<file path="src/rtl/lerr_pkg.sv">
package lerr_pkg;
  localparam logic [4:0] K28_LOW = 5'b11100;

  typedef struct packed {
    logic ctrl;
    logic bad;
    logic disp;
  } lerr_mask_t;

  function automatic logic unexpected_ctrl(input logic is_k, input logic [7:0] v);
    return is_k && (v[4:0] != K28_LOW);
  endfunction
endpackage

</file>
<file path="src/rtl/lerr_lane_classify.sv">
module lerr_lane_classify
  import lerr_pkg::*;
#(
  parameter int CHARS = 4,
  parameter int INC_W = $clog2(CHARS + 1)
) (
  input  logic [CHARS-1:0]   disp_err,
  input  logic [CHARS-1:0]   bad_code,
  input  logic [CHARS-1:0]   is_ctrl,
  input  logic [CHARS*8-1:0] value,
  input  lerr_mask_t         mask,
  output logic [INC_W-1:0]   inc
);
  logic [CHARS-1:0] hit;

  for (genvar c = 0; c < CHARS; c++) begin : g_char
    assign hit[c] = (disp_err[c] & ~mask.disp)
                  | (bad_code[c] & ~mask.bad)
                  | (unexpected_ctrl(is_ctrl[c], value[c*8 +: 8]) & ~mask.ctrl);
  end

  always_comb begin
    inc = '0;
    for (int c = 0; c < CHARS; c++) inc = inc + INC_W'(hit[c]);
  end

  always_comb begin
    assert ({28'd0, inc} <= CHARS) else $error("p_inc_bound_r2 violated");
  end
endmodule

</file>
<file path="src/rtl/lerr_sat_counter.sv">
module lerr_sat_counter #(
  parameter int CNT_W = 32,
  parameter int INC_W = 3
) (
  input  logic             clk,
  input  logic             rst,
  input  logic             clr,
  input  logic             hold,
  input  logic [INC_W-1:0] inc,
  output logic [CNT_W-1:0] cnt
);
  logic [CNT_W:0] sum;

  assign sum = {1'b0, cnt} + {{(CNT_W + 1 - INC_W){1'b0}}, inc};

  always_ff @(posedge clk) begin
    if (rst || clr) cnt <= '0;
    else if (!hold) cnt <= sum[CNT_W] ? '1 : sum[CNT_W-1:0];
  end

  p_sat_stick_r3: assert property (@(posedge clk) disable iff (rst)
    (!clr && cnt == '1) |=> (cnt == '1));
  p_no_wrap_r3: assert property (@(posedge clk) disable iff (rst)
    !clr |=> (cnt >= $past(cnt)));
  p_sync_freeze_r7: assert property (@(posedge clk) disable iff (rst)
    (hold && !clr) |=> $stable(cnt));
  p_clear_zero_r8: assert property (@(posedge clk) disable iff (rst)
    clr |=> (cnt == '0));
endmodule

</file>
<file path="src/rtl/lerr_regs.sv">
module lerr_regs
  import lerr_pkg::*;
#(
  parameter int NUM_LANES  = 4,
  parameter int CNT_W      = 32,
  parameter int ADDR_W     = 12,
  parameter int DATA_W     = 32,
  parameter int CTRL_ADDR  = 'h244,
  parameter int LANE_BASE  = 'h308,
  parameter int STRIDE_LG2 = 5
) (
  input  logic                       clk,
  input  logic                       rst,
  input  logic                       wr_en,
  input  logic [ADDR_W-1:0]          wr_addr,
  input  logic [DATA_W-1:0]          wr_data,
  input  logic                       rd_en,
  input  logic [ADDR_W-1:0]          rd_addr,
  input  logic [NUM_LANES*CNT_W-1:0] cnt_flat,
  output logic                       clr,
  output lerr_mask_t                 mask,
  output logic [DATA_W-1:0]          rd_data
);
  localparam logic [ADDR_W-1:0] CTRL_A = ADDR_W'(CTRL_ADDR);
  localparam logic [ADDR_W-1:0] BASE_A = ADDR_W'(LANE_BASE);

  logic [ADDR_W-1:0] off;
  logic [ADDR_W-1:0] idx;
  logic              lane_hit;
  logic [DATA_W-1:0] rd_next;

  assign off      = rd_addr - BASE_A;
  assign idx      = off >> STRIDE_LG2;
  assign lane_hit = (rd_addr >= BASE_A) && (off[STRIDE_LG2-1:0] == '0)
                    && (idx < ADDR_W'(NUM_LANES));

  always_ff @(posedge clk) begin
    if (rst) begin
      clr  <= 1'b0;
      mask <= '0;
    end else if (wr_en && wr_addr == CTRL_A) begin
      clr  <= wr_data[0];
      mask <= lerr_mask_t'(wr_data[10:8]);
    end
  end

  always_comb begin
    rd_next = '0;
    if (rd_addr == CTRL_A) begin
      rd_next[0]    = clr;
      rd_next[10:8] = mask;
    end else if (lane_hit) begin
      for (int l = 0; l < NUM_LANES; l++)
        if (idx == ADDR_W'(l)) rd_next = DATA_W'(cnt_flat[l*CNT_W +: CNT_W]);
    end
  end

  always_ff @(posedge clk) begin
    if (rst)        rd_data <= '0;
    else if (rd_en) rd_data <= rd_next;
  end

  p_ctrl_spare_zero_r9: assert property (@(posedge clk) disable iff (rst)
    (rd_en && rd_addr == CTRL_A) |=> (rd_data[7:1] == '0 && rd_data[DATA_W-1:11] == '0));
  p_unmapped_zero_r9: assert property (@(posedge clk) disable iff (rst)
    (rd_en && rd_addr != CTRL_A && !lane_hit) |=> (rd_data == '0));
  p_read_hold_r1: assert property (@(posedge clk) disable iff (rst)
    !rd_en |=> $stable(rd_data));
endmodule

</file>
<file path="src/rtl/lane_err_stats.sv">
module lane_err_stats
  import lerr_pkg::*;
#(
  parameter int NUM_LANES  = 4,
  parameter int CHARS      = 4,
  parameter int CNT_W      = 32,
  parameter int ADDR_W     = 12,
  parameter int DATA_W     = 32,
  parameter int CTRL_ADDR  = 'h244,
  parameter int LANE_BASE  = 'h308,
  parameter int STRIDE_LG2 = 5
) (
  input  logic                         clk,
  input  logic                         rst,
  input  logic [NUM_LANES*CHARS-1:0]   ch_disp_err,
  input  logic [NUM_LANES*CHARS-1:0]   ch_bad_code,
  input  logic [NUM_LANES*CHARS-1:0]   ch_is_ctrl,
  input  logic [NUM_LANES*CHARS*8-1:0] ch_value,
  input  logic [NUM_LANES-1:0]         lane_syncing,
  input  logic                         wr_en,
  input  logic [ADDR_W-1:0]            wr_addr,
  input  logic [DATA_W-1:0]            wr_data,
  input  logic                         rd_en,
  input  logic [ADDR_W-1:0]            rd_addr,
  output logic [DATA_W-1:0]            rd_data
);
  localparam int INC_W = $clog2(CHARS + 1);

  logic [NUM_LANES*CNT_W-1:0] cnt_flat;
  logic                       clr;
  lerr_mask_t                 mask;

  for (genvar l = 0; l < NUM_LANES; l++) begin : g_lane
    logic [INC_W-1:0] inc;

    lerr_lane_classify #(.CHARS(CHARS), .INC_W(INC_W)) u_cls (
      .disp_err (ch_disp_err[l*CHARS +: CHARS]),
      .bad_code (ch_bad_code[l*CHARS +: CHARS]),
      .is_ctrl  (ch_is_ctrl[l*CHARS +: CHARS]),
      .value    (ch_value[l*CHARS*8 +: CHARS*8]),
      .mask     (mask),
      .inc      (inc)
    );

    lerr_sat_counter #(.CNT_W(CNT_W), .INC_W(INC_W)) u_cnt (
      .clk  (clk),
      .rst  (rst),
      .clr  (clr),
      .hold (lane_syncing[l]),
      .inc  (inc),
      .cnt  (cnt_flat[l*CNT_W +: CNT_W])
    );
  end

  lerr_regs #(
    .NUM_LANES(NUM_LANES), .CNT_W(CNT_W), .ADDR_W(ADDR_W), .DATA_W(DATA_W),
    .CTRL_ADDR(CTRL_ADDR), .LANE_BASE(LANE_BASE), .STRIDE_LG2(STRIDE_LG2)
  ) u_regs (
    .clk      (clk),
    .rst      (rst),
    .wr_en    (wr_en),
    .wr_addr  (wr_addr),
    .wr_data  (wr_data),
    .rd_en    (rd_en),
    .rd_addr  (rd_addr),
    .cnt_flat (cnt_flat),
    .clr      (clr),
    .mask     (mask),
    .rd_data  (rd_data)
  );
endmodule

</file>
<file path="config.mk">
export PLATFORM = sky130hd
export DESIGN_NAME = lane_err_stats
export DESIGN_NICKNAME = d
export VERILOG_FILES = /design/src/rtl/lerr_pkg.sv /design/src/rtl/lerr_lane_classify.sv /design/src/rtl/lerr_sat_counter.sv /design/src/rtl/lerr_regs.sv /design/src/rtl/lane_err_stats.sv
export SDC_FILE = /design/constraint.sdc
export NUM_CORES = 1
export LEC_CHECK = 0
export BUFFER_PORTS_ARGS = -buffer_cell sky130_fd_sc_hd__buf_2
export CORE_ASPECT_RATIO = 0.8
export CORE_MARGIN = 5
export CORE_UTILIZATION = 50
export DETAILED_ROUTE_END_ITERATION = 12
export GPL_ROUTABILITY_DRIVEN = 0
export PLACE_DENSITY = 0.75
export REMOVE_ABC_BUFFERS = 1
export SYNTH_ARGS = -nofsm -noshare
export SYNTH_HDL_FRONTEND = slang
export SYNTH_SLANG_ARGS = --single-unit
</file>
<file path="constraint.sdc">
create_clock -name clk -period 5.2 [get_ports clk]
set_input_delay 1.56 -clock clk [delete_from_list [all_inputs] [get_ports clk]]
set_output_delay 1.56 -clock clk [all_outputs]
set_load 0.02 [all_outputs]
</file>
# Yosys cells after proc, flatten, opt, wreduce, memory -nomap -nowiden
# Cells that the tools add are included.
# W data, S select, Z words.
# totals
out_inout_bits	32
mem_bits_ro	0
ram_bits	0
in_bits	240
latch_bits	0
word_cells	167
memories	0
register_bits	164
# op_classes
add_sub_neg	17
reduce_logical	22
multipliers	0
n_lt_le_gt_ge	2
n_div	0
n_shift	0
n_eq_ne	21
mux	13
bitwise_logic	83
# ops
op	n
$mux W32	9
$add A32 B3 Y33	4
$ne A5 B5 Y1 const B	16
$and A1 B1 Y1	48
$or A1 B1 Y1	32
$add A3 B1 Y3	8
$eq A12 B10 Y1 const B	2
$mux W21	1
$logic_and A1 B1 Y1	19
$eq A7 B2 Y1 const B	2
$ge A12 B10 Y1 const B	1
$logic_not A12 Y1	1
$sub A12 B10 Y12 const B	1
$add A1 B1 Y2	4
$eq A7 B1 Y1 const B	1
$lt A7 B3 Y1 const B	1
$mux W7	1
$logic_not A5 Y1	1
$mux W3	1
$not A1 Y1	3
$logic_or A1 B1 Y1	1
$mux W1	1

# Depth between registers and ports, before layout
# Gate-level depths: netlist (run 1).
# logic_depth
ltp_word	9
mapped_depth	18
mapped_depth_nobuf	15

# Cells and area by module
# From an unflattened synthesis (run 1), not the netlist that was laid out.
# unflattened
cells_unflattened	1167
hier_area_um2	10363.7
# by_module_without_submodules
module	instances	area_per_inst_um2	seq_area_each_um2	cells_each
lerr_sat_counter	4	1750.4	640.6	180
lerr_regs	1	2646.3	720.7	335
lerr_lane_classify	4	178.9	0.0	28

# Worst setup path before layout (run 1)
# Ideal clock, no wire load.
# synth_timing
path_kind	input-to-reg
start	input ch_value[65]
end	register g_lane[2].u_cnt.cnt[30]
setup_ns	0.132
path_buffers	0
arrival_time_ns	4.774
setup_slack_ns	0.295
cell_stages	15
t_required_ns	5.068
path_cell_list	nor2_1 > nand4_1 > a31o_2 > ha_1 > inv_1 > fa_1 > inv_1 > ha_1 > inv_1 > fa_1 > nand2b_1 > a211oi_1 > nor4b_1 > and4b_1 > nor3_1
# synth_between
elab_chain_len	9
# synth_lines
element	line	text
from (decl)	lane_err_stats.sv:18	input logic [NUM_LANES*CHARS*8-1:0] ch_value,
$ne A5 B5 Y1	lerr_pkg.sv:11	return is_k && (v[4:0] != K28_LOW);
$logic_and A1 B1 Y1	lerr_pkg.sv:11	
$and A1 B1 Y1	lerr_lane_classify.sv:19	| (unexpected_ctrl(is_ctrl[c], value[c*8 +: 8]) & ~mask.ctrl);
$or A1 B1 Y1	lerr_lane_classify.sv:19	
$add A1 B1 Y2	lerr_lane_classify.sv:24	for (int c = 0; c < CHARS; c++) inc = inc + INC_W'(hit[c]);
$add A3 B1 Y3 (2 in a row)	lerr_lane_classify.sv:24	
$add A32 B3 Y33	lerr_sat_counter.sv:14	assign sum = {1'b0, cnt} + {{(CNT_W + 1 - INC_W){1'b0}}, inc};
$mux W32	lerr_sat_counter.sv:18	else if (!hold) cnt <= sum[CNT_W] ? '1 : sum[CNT_W-1:0];
to (signal assigned)	lerr_sat_counter.sv:18	
to (decl)	lerr_sat_counter.sv:10	output logic [CNT_W-1:0] cnt
# Every way passes these cells.
# A chain may end at the register's enable or synchronous reset.

# Worst setup path after layout (run 1)
# layout_timing
start	input ch_value[33]
end	register g_lane[1].u_cnt.cnt[30]
# layout_between
elab_chain_len	9
# layout_lines
element	line
$ne A5 B5 Y1	lerr_pkg.sv:11
$logic_and A1 B1 Y1	lerr_pkg.sv:11
$and A1 B1 Y1	lerr_lane_classify.sv:19
$or A1 B1 Y1	lerr_lane_classify.sv:19
$add A1 B1 Y2	lerr_lane_classify.sv:24
$add A3 B1 Y3 (2 in a row)	lerr_lane_classify.sv:24
$add A32 B3 Y33	lerr_sat_counter.sv:14
$mux W32	lerr_sat_counter.sv:18
to (signal assigned)	lerr_sat_counter.sv:18
to (decl)	lerr_sat_counter.sv:10
# Every way passes these cells.

==> metrics, run 1 <==
outcome=complete, no violations; Startpoint Class=input port; top-area cell type share of the netlist area=33.72%; GRT Overall Usage=24.02%; width of the die=roughly 170 um; ratio of cells with drive above 1 in the final layout=21.00%; PD cells=254.3 mW/mm^2; Cell Area, Synth=0.009736 sq mm; setup ws final=0.5470 ns; detailed-route via count=9692; DR WL/cell=16.97 um; Core Rows=45; Net count, final=approximately 1700; vias per cell=5.863; YS warnings=0; CTS tree=yes; Final period util=89.48%; setup violators final=0; PortBufs=195; leading post-synthesis cells by instance count=dfxtp_1, nand2_1, a21oi_1, inv_1, xnor2_1; most common cell in the netlist=dfxtp_1; Hold Fails Final Rpt=0; Synth Area per Inst=7.967 sq um; CP max FO=9; GRT Residual Overflow=0; Initial DRT Pass Iterations=5; count of cells resized by post-cts repair=0; Synth area leader=dfxtp_1; Starting Density=51.01%; die area=0.02238 sq mm; critical path type=input port to flip-flop; vias in the first global route=8875; hpwl dp=20530 um; relative slew slack=21.56%; initial antenna violation count=0; Skew-Pair Late Insertion Delay=about 0.44 ns; largest net degree at the start of global routing=63; Final Skew=0.01022 ns; WP data required=between 5 and 6 ns; met2 wire len=12720 um; area grow syn2layout=17.53%; Synth Flop Type=dfxtp_1; antenna diode count=0; Worst Max-Slew Pin Slew=1.175 ns; Setup Buffers After CTS=0; CTS Hold Bufs=0; total CTS buffers=17; clock buffer depth=2; met3 wire len=2093 um; clock transition at the registers of the reported paths=0.06 ns; CP arrival=approximately 5.0 ns; post-synthesis cell type count=65; Post-synth EDFFs=0; first-pass GRT wire length=44590 um; top post-synthesis cells by area=dfxtp_1, xnor2_1, a21oi_1; wire length on met1=12840 um; fmax=214.9 MHz; WL final=28060 um; H-tree Lvls=4; reg2reg setup slack=0.94 ns; Post-synth ARST share=0%; CTS Sinks=164; critical path endpoint category=flip-flop; Fin Setup TNS=0 ns; CTS root buffer=clkbuf_16; leakage power=4.263 nW; Die Y=134.8 um; post-synthesis cell count=1222; pre-CTS setup slack=0.1495 ns; Top Layer Used=met4; Final Slew Violations=0; I/O Pins=272; Detailed Route Iter0 Violations=944; post-synthesis sequential area ratio=approximately 34%; synthesized flop and latch total=164; Core ar.=0.01909 sq mm; hold crit path type=flip-flop to flip-flop; Max Cap Violations=0; unrepaired setup endpoints after global routing=false; Post-DRT Antenna Nets=0; worst vdd ir=approximately 0.00019 V; DRC violations left=0; Tmin final=4.653 ns
metrics by stage:
| step | total power (W) | area [sq um] | hold WS, ns | util, % | cells |
|---|---|---|---|---|---|
| global placement | 0.001690 | 10880 | 0.4356 | 57.00 | 1621 |
| global route | 0.003021 | 11440 | 0.4720 | 59.95 | 1653 |
| finish | 0.002910 | 11440 | 0.4524 | 59.95 | 1653 |
| detailed placement | 0.001699 | 10880 | 0.4354 | 57.00 | 1621 |
| floorplan | 0.001527 | 9390 | 0.4599 | - | 1148 |
| CTS | 0.002909 | 11440 | 0.4557 | 59.95 | 1653 |
logic make-up after synthesis:
kind of cell / synth area share (%)
AO/OA/AOI/OAI: 17.32
XOR/XNOR: 8.546
adder cells (fa/ha/maj): 4.344
buffers and inverters: 7.094
flip-flops: 33.72
multiplexers: 2.275
AND/OR/NAND/NOR: 26.69
path summary, 6_finish.rpt:
| kind | cells after the start | from | end |
|---|---|---|---|
| hold reg to reg | 2 | u_regs.rd_data[26] | u_regs.rd_data[26] |
| setup reg to reg | 14 | u_regs.mask[0] | g_lane[1].u_cnt.cnt[30] |
| hold / removal | 2 | u_regs.rd_data[26] | u_regs.rd_data[26] |
| setup / recovery | 16 | ch_value[33] | g_lane[1].u_cnt.cnt[30] |
cell type report:
cell class / count / area (sq um)
Multi-Input combinational cell: 892 / 5789
Sequential cell: 164 / 3283
Tap cell: 258 / 322.8
Fill cell: 1711 / 7645
Clock buffer: 22 / 464.2
Timing Repair Buffer: 215 / 1139
Clock inverter: 10 / 98.84
Inverter: 92 / 345.3
layer usage:
metal  track usage, %  vias to the layer above
met2            37.13                      364
li1                 -                     4722
met3            5.531                       30
met4            6.276                        0
met5                0                        -
met1            34.04                     4576
layout by cell type, fill, tap and decap left out, types with 21 or more instances in the layout:
cell type / instances
nand4_1: 38
nor2_1: 73
buf_2: 195
inv_1: 92
o31ai_1: 29
o21ai_0: 28
nand3_1: 67
a21oi_1: 106
ha_1: 21
nor3_1: 47
dfxtp_1: 164
nand2_1: 125
xnor2_1: 75
nor4_1: 40
registers in the layout (all words and copies together) (netlist names):
register and cells:
g_lane.u_cnt.cnt 128, u_regs.clr 1, u_regs.mask 3, u_regs.rd_data 32
worst max-delay path, cell delays in order:
cell and delay, ns:
buf_2 0.09, nor2_1 0.09, nand4_1 0.10, a31o_2 0.25, ha_1 0.28, inv_1 0.07
fa_1 0.42, inv_1 0.07, ha_1 0.16, inv_1 0.05, fa_1 0.39, nand2b_1 0.21
a21o_1 0.35, nor4_1 0.51, nand4_1 0.21, mux2i_1 0.16
power breakdown:
group | internal (W) | switching [W]
sequential | 0.00127 | 0.0000171
combinational | 0.000151 | 0.000237
clock | 0.000689 | 0.000543
total | 0.00211 | 0.000797
No activity file was read; power rests on OpenSTA's default activity.
==> run 2, diff against run 1 <==
Settings changed: CORE_ASPECT_RATIO 0.8 to 0.7.
Clock period 5.2 ns to 4.5 ns, I/O delays scaled along.
==> run 2 against run 1 <==
Total power increased by 18%. Count of clock-buffer cells in the layout grew 1. First-iteration DRC count grew 7.5%. Combinational power grew 30%. Largest cell class unchanged.
==> metrics, run 2 (synthesis results as in run 1) <==
outcome=complete, no violations; wire length on met1=13990 um; Fillers=~1700; WL final=31200 um; GRT Residual Overflow=0; CTS tree=yes; Critical path origin=ch_value[97]; Post-DRT Antenna Nets=0; register name with the most flops=g_lane.u_cnt.cnt; top flop regs=g_lane.u_cnt.cnt (128), u_regs.rd_data (32), u_regs.mask (3); setup violators final=0; fmax=between 200 and 250 MHz; hold crit path type=flip-flop to flip-flop; DR WL/cell=18.33 um; Final period util=approximately 96%; detailed-route via count=9990; CTS Sinks=164; commonest non-fill, non-tap cell in the layout=buf_2; Die Y=roughly 130 um; Final Slew Violations=0; relative slew slack=roughly two fifths; I/O Pins=around 270; CP bufs+invs=5; most frequent cells in the layout=buf_2, dfxtp_1, nand2_1; H-tree Lvls=4; Tmin final=between 4 and 5 ns; met2 wire len=13530 um; DRC violations left=0; PD cells=289.5 mW/mm^2; Worst path slowest cell=fa_1; CP cell instances=buf_2, nor2_2, nand4_1, a31o_2, ha_1, inv_1, fa_1, inv_1, ha_1, inv_1, fa_1, nand2b_2, a21o_1, nor4_4, buf_4, nor4bb_2, nor3_1; Core Rows=42; hold slack final=0.4571 ns; Core ar.=~0.019 sq mm; PortBufs=195; vias in the first global route=9250; CP max FO=7; clock transition at the registers of the reported paths=0.06 ns; Skew-Pair Late Insertion Delay=0.44 ns; hpwl dp=between 20000 and 25000 um; CP delay by family, top=adder cells; area grow syn2layout=22.25%; CTS Hold Bufs=0; first-pass GRT wire length=between 40000 and 50000 um; initial antenna violation count=1; worst reg2reg startpoint=u_regs.mask[0]; Hold Fails Final Rpt=0; Net count, final=1694; Max stage delay on crit path=approximately 0.43 ns; multi-input combinational cell area=0.005879 sq mm; Detailed Route Iter0 Violations=1015; width of the die=176.8 um; CTS root buffer=clkbuf_16; GRT Overall Usage=26.82%; die area=0.02241 sq mm; met3 wire len=3041 um; Final Skew=0.009384 ns; worst vdd ir=0.0002062 V; ratio of cells with drive above 1 in the final layout=around 24%; Initial DRT Pass Iterations=5; Post-DP Area=0.01123 sq mm; Worst Max-Slew Pin Slew=just under 0.9 ns; WP data required=4.79 ns; max reg flops=128; critical path endpoint category=flip-flop; fin area=~0.012 sq mm; vias per cell=5.870; Top Layer Used=met4; Max Cap Violations=0; register area=approximately 0.0033 sq mm; total CTS buffers=17; Starting Density=51.18%; clock buffer depth=2; leakage power=around 4.5 nW; critical path type=input port to flip-flop; Min-Delay Startpoint=u_regs.rd_data[1]; CP arrival=4.63 ns; CP most frequent cell=inv_1; Startpoint Class=input port; largest net degree at the start of global routing=59
[run 2: layout make-up]
| type | instances | share of cell area [%] |
|---|---|---|
| multi-input combinational | 892 | 49.40 |
| tap | 264 | 2.775 |
| clock inverter | 8 | 0.8621 |
| timing repair buffer | 258 | 12.52 |
| antenna | 1 | 0.02103 |
| sequential | 164 | 27.59 |
| clock buffer | 23 | 3.932 |
| inverter | 92 | 2.902 |
[run 2: path summary, 6_finish.rpt]
path | end | depth (start not counted) | slack (ns)
worst min register to register | u_regs.rd_data[1] | 2 | 0.46
worst max register to register | g_lane[3].u_cnt.cnt[30] | 16 | 0.42
worst max-delay path | g_lane[3].u_cnt.cnt[30] | 17 | 0.16
worst min-delay path | u_regs.rd_data[1] | 2 | 0.46
[run 2: worst register-to-register path: cells and delay by family (launching register included)]
| family | cells | cell delay (ns) |
|---|---|---|
| flops | 1 | 0.68 |
| buf+inv | 5 | 0.65 |
| compound gates | 3 | 0.55 |
| fa+ha+maj | 4 | 1.29 |
| simple gates | 4 | 0.76 |
[run 2: per-stage QoR]
step | power (W) | worst slack, ns | cells | TNS (ns) | utilization (%)
2_1_floorplan | 0.001765 | -0.2498 | 1148 | -3.647 | -
3_3_place_gp | 0.001997 | -0.2665 | 1670 | -16.69 | 59.06
3_5_place_dp | 0.002010 | -0.3437 | 1670 | -23.82 | 59.06
4_1_cts | 0.003441 | 0.09085 | 1701 | 0 | 62.06
5_1_grt | 0.003575 | -0.009853 | 1701 | -0.009853 | 62.55
6_report | 0.003446 | 0.1637 | 1702 | 0 | 62.56
[run 2: metal layers]
| metal | up-vias | global-route usage, % |
|---|---|---|
| met2 | 451 | 40.18 |
| met3 | 54 | 6.306 |
| met1 | 4671 | 38.71 |
| met4 | 0 | 7.503 |
| met5 | - | 0 |
| li1 | 4814 | - |
[run 2: what timing repair did]
action | CTS | global route
buffers inserted | 0 | 0
resized for setup | 0 | 22
endpoints found under the setup margin | 0 | 67
[run 2: report_power, final]
part	switching [W]	internal [W]	total (W)
logic	0.000297	0.000206	0.000503
clock network	0.000608	0.000842	0.00145
registers	0.0000204	0.00147	0.00149
total	0.000925	0.00252	0.00345
==> run 3, diff against run 2 <==
Settings changed: CELL_PAD_IN_SITES_DETAIL_PLACEMENT from default to 1, CELL_PAD_IN_SITES_GLOBAL_PLACEMENT from default to 1, CORE_UTILIZATION 50 to 38, PLACE_DENSITY 0.75 to 0.78.
==> run 3 against run 2 <==
Sequential share of layout area down 0.25 points. Maximum frequency shrank 0.78%. Non-clock buffer count is 6 higher. Total power increased by 1.7%. Die area is 29% higher. Flip-flop and latch count did not move. Sequential power hardly changed. Critical endpoint is now g_lane[3].u_cnt.cnt[17]. Largest cell class unchanged.
==> metrics, run 3 (synthesis results as in run 1) <==
Net Sw Power=0.0009636 W; fmax=228.8 MHz; PortBufs=~200; Final Slew Violations=0; pre-CTS setup slack=-0.3959 ns; H-tree Lvls=4; relative slew slack=39.50%; register name with the most flops=g_lane.u_cnt.cnt; outcome=complete, no violations; Max Cap Violations=0; critical path type=input port to flip-flop; Skew-Pair Late Insertion Delay=0.44 ns; total CTS buffers=17; Post-DRT Antenna Nets=0; GRT Residual Overflow=0; vias in the first global route=10160; Max stage delay on crit path=0.44 ns; antenna diode count=0; Setup Buffers After CTS=0; I/O Pins=272; Startpoint Class=input port; critical path endpoint category=flip-flop; Starting Density=a little under two fifths; Worst path slowest cell=fa_1; detailed-route via count=10160; vias per cell=5.730; Net count, final=1700; CP delay by family, top=adder cells; WP data required=4.87 ns; Critical path origin=ch_value[97]; Comb power frac=roughly 15%; first-pass GRT wire length=~56000 um; hold crit path type=flip-flop to flip-flop; Switching Share=27.50%; Worst Max-Slew Pin Slew=0.8992 ns; fin area=0.01201 sq mm; area grow syn2layout=23.38%; setup violators final=0; Fin Setup TNS=0 ns; CTS root buffer=clkbuf_16; max reg flops=between 100 and 150; CP max FO=20; DR WL/cell=20.49 um; CP bufs+invs=5; Final period util=97.11%; CP cell instances=buf_2, nor2_1, nand4_1, a31o_2, ha_1, inv_1, fa_1, inv_1, ha_1, inv_1, fa_1, nand2b_1, a21oi_1, nand3_1, or2_2, buf_12, a21oi_1; Final Skew=0.01005 ns; most frequent cells in the layout=buf_2, dfxtp_1, nand2_1; width of the die=roughly 200 um; Initial DRT Pass Iterations=5; leakage power=4.549 nW; Core ar.=~0.025 sq mm; Final Instance Count excl. Fillers=1773; hpwl dp=between 20000 and 30000 um; top flop regs=g_lane.u_cnt.cnt (128), u_regs.rd_data (32), u_regs.mask (3); Detailed Route Iter0 Violations=729; Sequential Power Share=a little over two fifths; die area=0.02897 sq mm; GRT Overall Usage=approximately 24%; Tmin final=4.370 ns; Post-DP Area=0.01139 sq mm; CP most frequent cell=inv_1; CTS tree=yes; Die Y=roughly 140 um; Min-Delay Startpoint=u_regs.rd_data[5]; worst vdd ir=0.0003036 V; DRC violations left=0; clock network fraction of design power=42.2%; ratio of cells with drive above 1 in the final layout=24.27%; Cell Int Power=0.002541 W; clock buffer depth=2; CTS Sinks=about 160; Inst Count DP=1743; PD cells=291.8 mW/mm^2; Core Rows=a little under 50; clock transition at the registers of the reported paths=~0.07 ns; WL final=roughly 36000 um; commonest non-fill, non-tap cell in the layout=buf_2; Hold Fails Final Rpt=0; worst reg2reg startpoint=u_regs.mask[0]; setup ws final=0.1298 ns; initial antenna violation count=1; largest net degree at the start of global routing=57; CP arrival=4.74 ns
## run 3: what timing repair did
| action | in CTS | in global routing |
|---|---|---|
| hold buffers | 0 | 0 |
| endpoints found under the setup margin | 0 | 68 |
| resized for setup | 0 | 12 |
## run 3: worst min-delay path, stage by stage (launching register included)
cell and delay, ns:
dfxtp_1 0.33, nand2_1 0.05, o31ai_1 0.05
## run 3: per-stage QoR
step | util (%) | power (W) | hold WS (ns)
2_1_floorplan | - | 0.001765 | 0.4599
3_3_place_gp | 44.76 | 0.002019 | 0.4331
3_5_place_dp | 44.76 | 0.002041 | 0.4430
4_1_cts | 47.02 | 0.003519 | 0.4653
5_1_grt | 47.21 | 0.003638 | 0.4869
6_report | 47.21 | 0.003505 | 0.4611
## run 3: power groups by stage
| stage | clock network, W | logic, W | registers, W |
|---|---|---|---|
| floorplan | 0 | 0.000245 | 0.00152 |
| global placement | 0 | 0.000496 | 0.00152 |
| detailed placement | 0 | 0.000517 | 0.00152 |
| CTS | 0.00150 | 0.000522 | 0.00149 |
| global route | 0.00156 | 0.000581 | 0.00149 |
| finish | 0.00148 | 0.000532 | 0.00149 |
## run 3: path summary, 6_finish.rpt
kind                             end  slack [ns]  cells past startpoint
max          g_lane[3].u_cnt.cnt[17]        0.13                     17
min                u_regs.rd_data[5]        0.46                      2
max reg2reg  g_lane[3].u_cnt.cnt[17]        0.55                     16
min reg2reg        u_regs.rd_data[5]        0.46                      2
## run 3: layer usage
layer | routed length, um | part of all wire (%) | track usage [%]
met5 | 20 | 0.055 | 0
met4 | 498 | 1.4 | 5.356
met3 | 2185 | 6.0 | 5.414
met1 | 17280 | 48 | 34.18
met2 | 16350 | 45 | 38.32
## run 3: cell type report
| class | instances | area [sq um] |
|---|---|---|
| fill | 3128 | 13430 |
| multi-input combinational | 892 | 5834 |
| sequential | 164 | 3283 |
| timing repair buffer | 264 | 1560 |
| clock buffer | 22 | 474.2 |
| tap | 331 | 414.1 |
| inverter | 92 | 345.3 |
| clock inverter | 8 | 100.1 |
